[src/rtl/fp16_cmp_unit.sv]
module fp16_cmp_unit #(
  parameter int EXP_W = 5,
  parameter int MAN_W = 10,
  parameter int OPC_W = 5
) (
  input  logic               clk,
  input  logic               rst_n,
  input  logic               in_valid,
  input  logic [OPC_W-1:0]   opcode,
  input  logic [EXP_W+MAN_W:0] op_a,
  input  logic [EXP_W+MAN_W:0] op_b,
  input  logic               flag_clr,
  output logic               res_valid,
  output logic [EXP_W+MAN_W:0] res_mask,
  output logic               illegal_op,
  output logic               stat_invalid,
  output logic               stat_denorm
);
  localparam int W   = 1 + EXP_W + MAN_W;
  localparam int SGN = W - 1;
  localparam logic [OPC_W-1:0] OP_EQ  = OPC_W'(5'h04);
  localparam logic [OPC_W-1:0] OP_GE  = OPC_W'(5'h14);
  localparam logic [OPC_W-1:0] OP_AGE = OPC_W'(5'h15);
  localparam logic [OPC_W-1:0] OP_GT  = OPC_W'(5'h1c);
  localparam logic [OPC_W-1:0] OP_AGT = OPC_W'(5'h1d);

  logic legal, use_abs, want_eq, want_gt, quiet;

  always_comb begin
    legal   = 1'b1;
    use_abs = 1'b0;
    want_eq = 1'b0;
    want_gt = 1'b0;
    quiet   = 1'b0;
    unique case (opcode)
      OP_EQ:  begin want_eq = 1'b1; quiet = 1'b1; end
      OP_GE:  begin want_eq = 1'b1; want_gt = 1'b1; end
      OP_AGE: begin want_eq = 1'b1; want_gt = 1'b1; use_abs = 1'b1; end
      OP_GT:  want_gt = 1'b1;
      OP_AGT: begin want_gt = 1'b1; use_abs = 1'b1; end
      default: legal = 1'b0;
    endcase
  end

  logic [W-1:0] xa, xb;
  assign xa = use_abs ? {1'b0, op_a[SGN-1:0]} : op_a;
  assign xb = use_abs ? {1'b0, op_b[SGN-1:0]} : op_b;

  logic sa, sb;
  logic [SGN-1:0] ma, mb;
  assign sa = xa[SGN];
  assign sb = xb[SGN];
  assign ma = xa[SGN-1:0];
  assign mb = xb[SGN-1:0];

  logic nan_a, nan_b, snan_a, snan_b, sub_a, sub_b;
  assign nan_a  = (&xa[SGN-1:MAN_W]) && (|xa[MAN_W-1:0]);
  assign nan_b  = (&xb[SGN-1:MAN_W]) && (|xb[MAN_W-1:0]);
  assign snan_a = nan_a && !xa[MAN_W-1];
  assign snan_b = nan_b && !xb[MAN_W-1];
  assign sub_a  = (xa[SGN-1:MAN_W] == '0) && (|xa[MAN_W-1:0]);
  assign sub_b  = (xb[SGN-1:MAN_W] == '0) && (|xb[MAN_W-1:0]);

  logic unord, zeros, rel_eq, rel_gt, mag_gt, hit;
  assign unord  = nan_a || nan_b;
  assign zeros  = (ma == '0) && (mb == '0);
  assign mag_gt = sa ? (ma < mb) : (ma > mb);
  assign rel_eq = !unord && ((xa == xb) || zeros);
  assign rel_gt = !unord && !zeros && ((sa != sb) ? !sa : mag_gt);
  assign hit    = legal && ((want_eq && rel_eq) || (want_gt && rel_gt));

  logic raise_inv, raise_den;
  assign raise_inv = in_valid && legal && (quiet ? (snan_a || snan_b) : unord);
  assign raise_den = in_valid && legal && (sub_a || sub_b);

  always_ff @(posedge clk or negedge rst_n) begin
    if (!rst_n) begin
      res_valid  <= 1'b0;
      res_mask   <= '0;
      illegal_op <= 1'b0;
    end else begin
      res_valid  <= in_valid;
      illegal_op <= in_valid && !legal;
      if (in_valid) res_mask <= {W{hit}};
    end
  end

  always_ff @(posedge clk or negedge rst_n) begin
    if (!rst_n) begin
      stat_invalid <= 1'b0;
      stat_denorm  <= 1'b0;
    end else if (flag_clr) begin
      stat_invalid <= 1'b0;
      stat_denorm  <= 1'b0;
    end else begin
      stat_invalid <= stat_invalid || raise_inv;
      stat_denorm  <= stat_denorm || raise_den;
    end
  end
endmodule


[config.mk]
export PLATFORM = sky130hd
export DESIGN_NAME = fp16_cmp_unit
export DESIGN_NICKNAME = d
export VERILOG_FILES = /design/src/rtl/fp16_cmp_unit.sv
export SDC_FILE = /design/constraint.sdc
export NUM_CORES = 1
export LEC_CHECK = 0
export ABC_AREA = 1
export ABC_CLOCK_PERIOD_IN_PS = 1200
export BUFFER_PORTS_ARGS = -buffer_cell sky130_fd_sc_hd__buf_2
export CAP_MARGIN = 0
export CELL_PAD_IN_SITES_DETAIL_PLACEMENT = 0
export CELL_PAD_IN_SITES_GLOBAL_PLACEMENT = 1
export CORE_MARGIN = 4
export CORE_UTILIZATION = 27
export DETAILED_ROUTE_END_ITERATION = 16
export GPL_ROUTABILITY_DRIVEN = 1
export HOLD_SLACK_MARGIN = 0.08
export PLACE_DENSITY_LB_ADDON = 0.1
export SYNTH_ARGS = -nofsm -noshare
export SYNTH_HDL_FRONTEND = slang
export SYNTH_SLANG_ARGS = --single-unit
export TNS_END_PERCENT = 100
[constraint.sdc]
create_clock -name clk -period 1.2 [get_ports clk]
set_input_delay 0.18 -clock clk [delete_from_list [all_inputs] [get_ports clk]]
set_output_delay 0.18 -clock clk [all_outputs]
set_load 0.05 [all_outputs]
# == Yosys cells after proc, flatten, opt, wreduce, memory -nomap -nowiden ==
# Cells that the tools add are included.
# totals
ff_bits,5
input_bits,41
out_inout_bits,20
wordCells,68
# classes
n_lt_le_gt_ge,2
n_eq_ne,7
muxes,12
reduce_logical,42
# ops
op,count
$mux W16,2
$logic_not A15 Y1,2
$eq A5 B5 Y1 const B,4
$reduce_or A10 Y1,2
$logic_and A1 B1 Y1,17
$eq A16 B16 Y1,1
$gt A15 B15 Y1,1
$lt A15 B15 Y1,1
$logic_not A5 Y1,2
$mux W1,10
$reduce_and A5 Y1,2
$logic_or A1 B1 Y1,7
$logic_not A1 Y1,6
$eq A5 B3 Y1 const B,1
$reduce_or A5 Y1,1
$reduce_or A4 Y1,1
$reduce_or A3 Y1,1
$reduce_or A2 Y1,1
$ne A1 B1 Y1,1

# == Longest topological paths before layout ==
# Gate-level depths: netlist of the first run.
# logic_depth
ltp_word,13
depth_mapped,15
mapped_depth_nobuf,15

# == Worst setup path after synthesis of the first run ==
# No wires, ideal clock.
# synth_path
path_kind,register to output
from,"register, netlist name res_mask[0]"
to,output res_mask[10]
arrival_time_ps,1150
path_slack_ps,-130
stages_incl_launch_ff,2
n_path_buf,1
cell_sequence,dfrtp_1 buf_4
# synth_lines
element,line,source
end: declaration,14,"output logic [EXP_W+MAN_W:0] res_mask,"
# No word-level cell between the ends.

# == Final worst setup path of the first run ==
# layout_path
from,input op_a[4]
to,"register, netlist name res_mask[0]"
# layout_between
elab_chain_len,10
elab_cells_between_ends,21
cone_classes,2 x order compare; 1 x eq/ne; 3 x mux; 15 x reduce/logical
# layout_rtl
element,line,source
start: declaration,10,"input logic [EXP_W+MAN_W:0] op_a,"
$mux W16 *,46,"assign xa = use_abs ? {1'b0, op_a[SGN-1:0]} : op_a;"
branches (longest 7 deep; another with $gt A15 B15 Y1),--,
$logic_or A1 B1 Y1 *,70,assign hit = legal && ((want_eq && rel_eq) || (want_gt && rel_gt));
$logic_and A1 B1 Y1 *,70,
# Mark *: on every way between the ends.
# A chain may end at the register's enable or synchronous reset.

==> results.md, run 1 <==
* CP Depth at 14
* R2R Path Start: res_mask[0]
* Port Buf Inserts at 60
* CTS tree: built
* DR iter-0 viols at 16
* Crit Path Max Fanout at 2
* Slowest stage cell, crit path: ha_4
* CP top delay family: simple AND/OR/NAND/NOR gates
* FFs w/ async S/R, synth at 100%
* Critical Path RT at 1310 ps
* Initial antenna violation count at 0
* Fin. Hold Viols at 0
* Startpoint Class: input pin
* Number of synthesized register bits at 5
* Period Utilization, post-route at 102%
* Top sig layer: met4
* Worst-case reg-to-reg path depth at 2
* Die area at 4750 um2
* Max-Cap Viols at 0
* Most frequent cells in the layout: buf_2, nand2_1, buf_4
* PwrDens at 613 nW/um2
* Top FF cell, synth: dfrtp_1
* Critical Path Sink: res_mask[0]
* Yosys cell types at 22
* Pin count of the biggest net entering global routing at 18
* Met2 wire length at 1380 um
* Top post-synthesis cells by area: ha_1, nand2_1, dfrtp_1
* GRT Overall Usage at 12.6%
* Final ANT Viol Nets at 0
* RSZ-0062 raised after global routing: true
* Core area at 3470 um2
* Worst setup path start: op_a[4]
* Clock transition at the registers of the reported paths at 30 ps
* CTS Root Cell: clkbuf_8
* Seq/Total Area, Yosys at 12.5%
* Synth Warn # at 0
* H-tree levels at 1
* CP arrival at 1330 ps
* Synthesized instance count at 169
* Worst setup slack after layout at -27.0 ps
* Share of cells above drive strength 1 at 56.6%
* DR WL/cell at 10.1 um
* Nature of the critical path endpoint: flop
* Via count at 1,197
* Global-route wire length before repair at 4630 um
* Met1 WL at 1280 um
* Slew HR at 83.4%
* TritonCTS Buffers at 3
* Achievable clock frequency at 815 MHz
* Setup_tns at -27.0 ps
* Status: finished, violations left
* Overall die height at 68.9 um
* Final Wtd Congestion at 0.782
* Clock buffer depth at 2
* Worst-Margin Slew at 251 ps
* Failing checks: negative setup slack
* Setup Viol. Count Final at 1
* Clock Skew at 0 ps
* Layout area overhead at 83.3%
* Horiz. Die Dim at 68.9 um
* Fin crit period at 1230 ps
* Share of the synthesized area in the top cell type at 18.7%
* Crit path cell chain: buf_4, ha_4, nand2_1, nand2_1, a21oi_1, nand2_1, nand2_1, nand2_1, nand2_1, nand2_1, nand3_1, nand2_1, nand2_1, nand2_1
* Crit-path max cell delay at 250 ps
* Metal3 WL at 211 um
* Clock sink total at 5
* First drt pass iteration count at 4
* Antenna diodes at 0
* Reg2reg setup slack at 470 ps
* FP Rows at 21
* Area leader, netlist: ha_1
* Top cell by count, worst path: nand2_1
* I/O pin total at 61
* EDFF count, synth at 0
* Crit path buffers/inverters at 1
* Syn Area/Cell at 5.93 um2
* DP Worst Slack at -351 ps
* Vias in the first global route at 1,150
* Leakage at 0.992 nW
* Reg-to-Reg End: res_mask[0]
* Nets at 299
* DPL Wire Length at 2520 um
* Clk_lat worst skew at 220 ps
* Total length of routed wires at 2910 um
* Syn nets at 225
* Mapped Area at 1000 um2
* Worst VDD drop at 0.218 mV
* # DRC at 0
* Worst hold path type: in -> reg
* Commonest non-fill, non-tap cell in the layout: buf_2
* Max-slew violation count at 0
* Initial Util at 28.9%
* Post-DR vias/cell at 4.16
* CP Class: in -> reg
* Overflow after GRT at 0
[cell usage after synthesis, drive strengths merged (2+ instances only)]
library cell,count
dfrtp,5
nor2,28
a21oi,7
ha,15
nand4,2
inv,33
nand3,13
o21ai,4
buf,15
nand2,42
[cell families (layout without fill, tap and decap cells)]
| kind of cell | after synthesis | after routing | share of synthesized area, % |
|---|---|---|---|
| fa+ha+maj | 15 | 15 | 18.7 |
| compound gates | 13 | 13 | 7.62 |
| flops | 5 | 5 | 12.5 |
| buf+inv | 48 | 121 | 23.6 |
| simple gates | 88 | 88 | 37.6 |
[metal layers]
metal,up-vias,GRT usage [%]
li1,659,-
met1,496,16.3
met2,39,21.7
met3,3,0.810
met4,0,5.11
met5,-,0
[state kept, by name, indices dropped and copies added, names as in the netlist]
name,flops
illegal_op,1
stat_denorm,1
res_valid,1
res_mask,1
stat_invalid,1
[power breakdown]
group | total [mW] | switching [mW] | internal (mW)
registers | 0.182 | 0.00594 | 0.176
logic | 0.629 | 0.348 | 0.281
clock network | 0.316 | 0.0874 | 0.228
total | 1.13 | 0.441 | 0.685
[through the flow]
step	total power, mW	instances	hold slack, ps	cell area (um2)	utilization, %
floorplan	0.533	169	-116	1180	-
CTS	1.09	288	90.9	1730	49.8
global route	1.21	288	99.9	1840	53.0
detailed placement	0.721	282	-1.22	1590	45.7
global placement	0.712	282	-3.35	1590	45.7
finish	1.13	288	93.5	1840	53.0
[area by class of cell]
| cell class | instances | area (um2) |
|---|---|---|
| timing repair buffer | 84 | 582 |
| inverter | 33 | 149 |
| clock buffer | 4 | 45.0 |
| fill | 353 | 1630 |
| tap | 46 | 57.6 |
| sequential | 5 | 126 |
| multi-input combinational | 116 | 877 |
[repair_timing]
action,4_1_cts,5_1_grt
hold buffers,1,0
resized for setup,21,26
pin swaps,12,19
cloned,0,0
hold endpoints to repair,5,0
setup endpoints to repair,1,18
setup buffers,1,0
[how the worst min path moves through the flow]
stage	from	end	slack [ps]	depth (start not counted)
detailed placement	rst_n	illegal_op	-1	1
global placement	rst_n	stat_invalid	-3	1
CTS	in_valid	res_valid	90	1
floorplan	rst_n	illegal_op	-120	0
global route	in_valid	res_valid	100	1
finish	in_valid	res_valid	90	1
Power figures use the tool's default switching activity.
==> inputs of run 2 (changes only) <==
Settings changed: BUFFER_PORTS_ARGS -buffer_cell sky130_fd_sc_hd__buf_2 to not set, CORE_UTILIZATION 27 to 40, DONT_BUFFER_PORTS set to 1.
==> run 2 against run 1 <==
The flow still finishes with violations (negative setup slack). Sequential cell count stayed put. Sequential power is 9% higher. Utilization rose by 4.5 points. Register-to-register slack got worse by 20 ps. Global-route usage grew 3.5 points. Worst setup slack got worse by 73 ps. Count of clock-buffer cells in the layout stayed put. Cell count is 31% lower. Power fell by 29%. Cell area shrank 28%. Via count down 19%. Critical path depth down 13.
==> results.md, run 2 (synthesis results as in run 1) <==
* Achievable clock frequency at 769 MHz (-5.6%)
* Area post-placement at 1210 um2 (-24%)
* Worst setup path start: res_mask[0]
* Initial antenna violation count at 0 (unchanged)
* FF+latch area at 129 um2 (+2.0%)
* Multi-input gate area at 826 um2 (-5.8%)
* CTS tree: built
* Final ANT Viol Nets at 0 (unchanged)
* Layout area overhead at 31.7%
* Crit Path Max Fanout at 9 (+7)
* Max-Cap Viols at 0 (unchanged)
* DPL Wire Length at 2400 um (-4.9%)
* DR WL/cell at 13.1 um (+30%)
* Worst hold path type: in -> reg
* Failing checks: negative setup slack
* R2R Path Start: res_mask[0]
* Worst VDD drop at 0.615 mV (+180%)
* Horiz. Die Dim at 58.1 um (-16%)
* Post-DR vias/cell at 4.87 (+17%)
* Hold slack final at 108 ps (+14.9 ps)
* Worst setup slack after layout at -100 ps (-73.3 ps)
* Startpoint Class: flop
* # DRC at 0 (unchanged)
* Hold path start: in_valid
* Post-route cell area at 1320 um2 (-28%)
* First drt pass iteration count at 5 (+1)
* Crit path buffers/inverters at 1 (unchanged)
* Antenna diodes at 0 (unchanged)
* Clock sink total at 5 (unchanged)
* Slew HR at 69.7% (-14 points)
* Share of cells above drive strength 1 at 32.6% (-24 points)
* Setup_tns at -1290 ps (-1270 ps)
* Worst-Margin Slew at 454 ps (+204 ps)
* Clock buffer depth at 2 (unchanged)
* Slowest stage cell, crit path: dfrtp_4
* Crit-path max cell delay at 460 ps (+210 ps)
* Die area at 3370 um2 (-29%)
* Overflow after GRT at 0 (unchanged)
* FP Rows at 17 (-19%)
* CP arrival at 1120 ps (-210 ps)
* PwrDens at 608 nW/um2 (-0.95%)
* Core area at 2300 um2 (-34%)
* Setup Viol. Count Final at 16 (+15)
* Crit path cell chain: buf_16
* Fin crit period at 1300 ps (+73.3 ps)
* CP Depth at 1 (-13)
* Most frequent cells in the layout: nand2_1, nor2_1, inv_1
* CP Class: reg -> out
* Worst-case reg-to-reg path depth at 2 (unchanged)
* Clock Skew at 0 ps (unchanged)
* Final Wtd Congestion at 0.808 (+3.3%)
* Port Buf Inserts at 0 (-100%)
* WHS Path Cells at 2 (+1)
* Vias in the first global route at 1,056 (-8.2%)
* H-tree levels at 1 (unchanged)
* TritonCTS Buffers at 3 (unchanged)
* Status: finished, violations left
* Clk_lat worst skew at 240 ps (+20 ps)
* Clock transition at the registers of the reported paths at 40 ps (about the same)
* Critical Path RT at 1020 ps (-290 ps)
* Max-slew violation count at 0 (unchanged)
* Overall die height at 58.1 um (-16%)
* RSZ-0062 raised after global routing: true
* Fin. Hold Viols at 0 (unchanged)
* CP top delay family: flip-flops
* Commonest non-fill, non-tap cell in the layout: nand2_1
* Util after Layout at 57.5% (+4.5 points)
* CTS Root Cell: clkbuf_4
* Fillers at 237 (-33%)
* Period Utilization, post-route at 108% (+6.1 points)
* Global-route wire length before repair at 4380 um (-5.4%)
* Nets at 229 (-23%)
* Nature of the critical path endpoint: output pin
* Initial Util at 43.6% (+15 points)
* Pin count of the biggest net entering global routing at 10 (-8)
* Leakage at 0.643 nW (-35%)
* I/O pin total at 61 (unchanged)
* DR iter-0 viols at 39 (+23)
* GRT Overall Usage at 16.1% (+3.5 points)
* Total length of routed wires at 2620 um (-9.9%)
* Via count at 974 (-19%)
-- run 2: worst paths after layout --
kind	to	slack [ps]
max	res_mask[9]	-100
min	illegal_op	110
max reg2reg	res_mask[0]	450
min reg2reg	stat_denorm	520
max in group asynchronous	res_mask[0]	740
min in group asynchronous	stat_invalid	230
-- run 2: final cells by class --
type                       instances  area share [%]
multi-input combinational        116            62.6
inverter                          33            12.0
timing repair buffer              14            11.0
clock buffer                       4            1.99
sequential                         5            9.76
tap                               28            2.65
-- run 2: what timing repair did --
action / CTS / global route
buffers inserted: 0 / 1
endpoints found under the setup margin: 16 / 17
pin swaps: 0 / 11
endpoints found under the hold margin: 9 / 0
hold buffers: 3 / 0
resized for setup: 0 / 14
-- run 2: stage by stage --
stage	total power [mW]	cells	setup slack, ps
CTS	0.787	199	-105
global route	0.866	200	-129
detailed placement	0.578	192	-185
finish	0.802	200	-100
floorplan	0.533	169	-40.8
global placement	0.562	192	-186
-- run 2: routing by layer --
metal | GRT usage (%) | vias to the layer above | share of wire [%]
met3 | 4.01 | 0 | 8.8
met5 | 0 | - | 0
met1 | 19.1 | 419 | 40
li1 | - | 514 | -
met4 | 0.993 | 0 | 0
met2 | 30.3 | 41 | 51
-- run 2: power by group --
| part | total, mW | internal, mW | switching [mW] |
|---|---|---|---|
| Sequential | 0.198 | 0.176 | 0.0212 |
| Combinational | 0.412 | 0.160 | 0.251 |
| Clock | 0.193 | 0.126 | 0.0671 |
| Total | 0.802 | 0.462 | 0.340 |
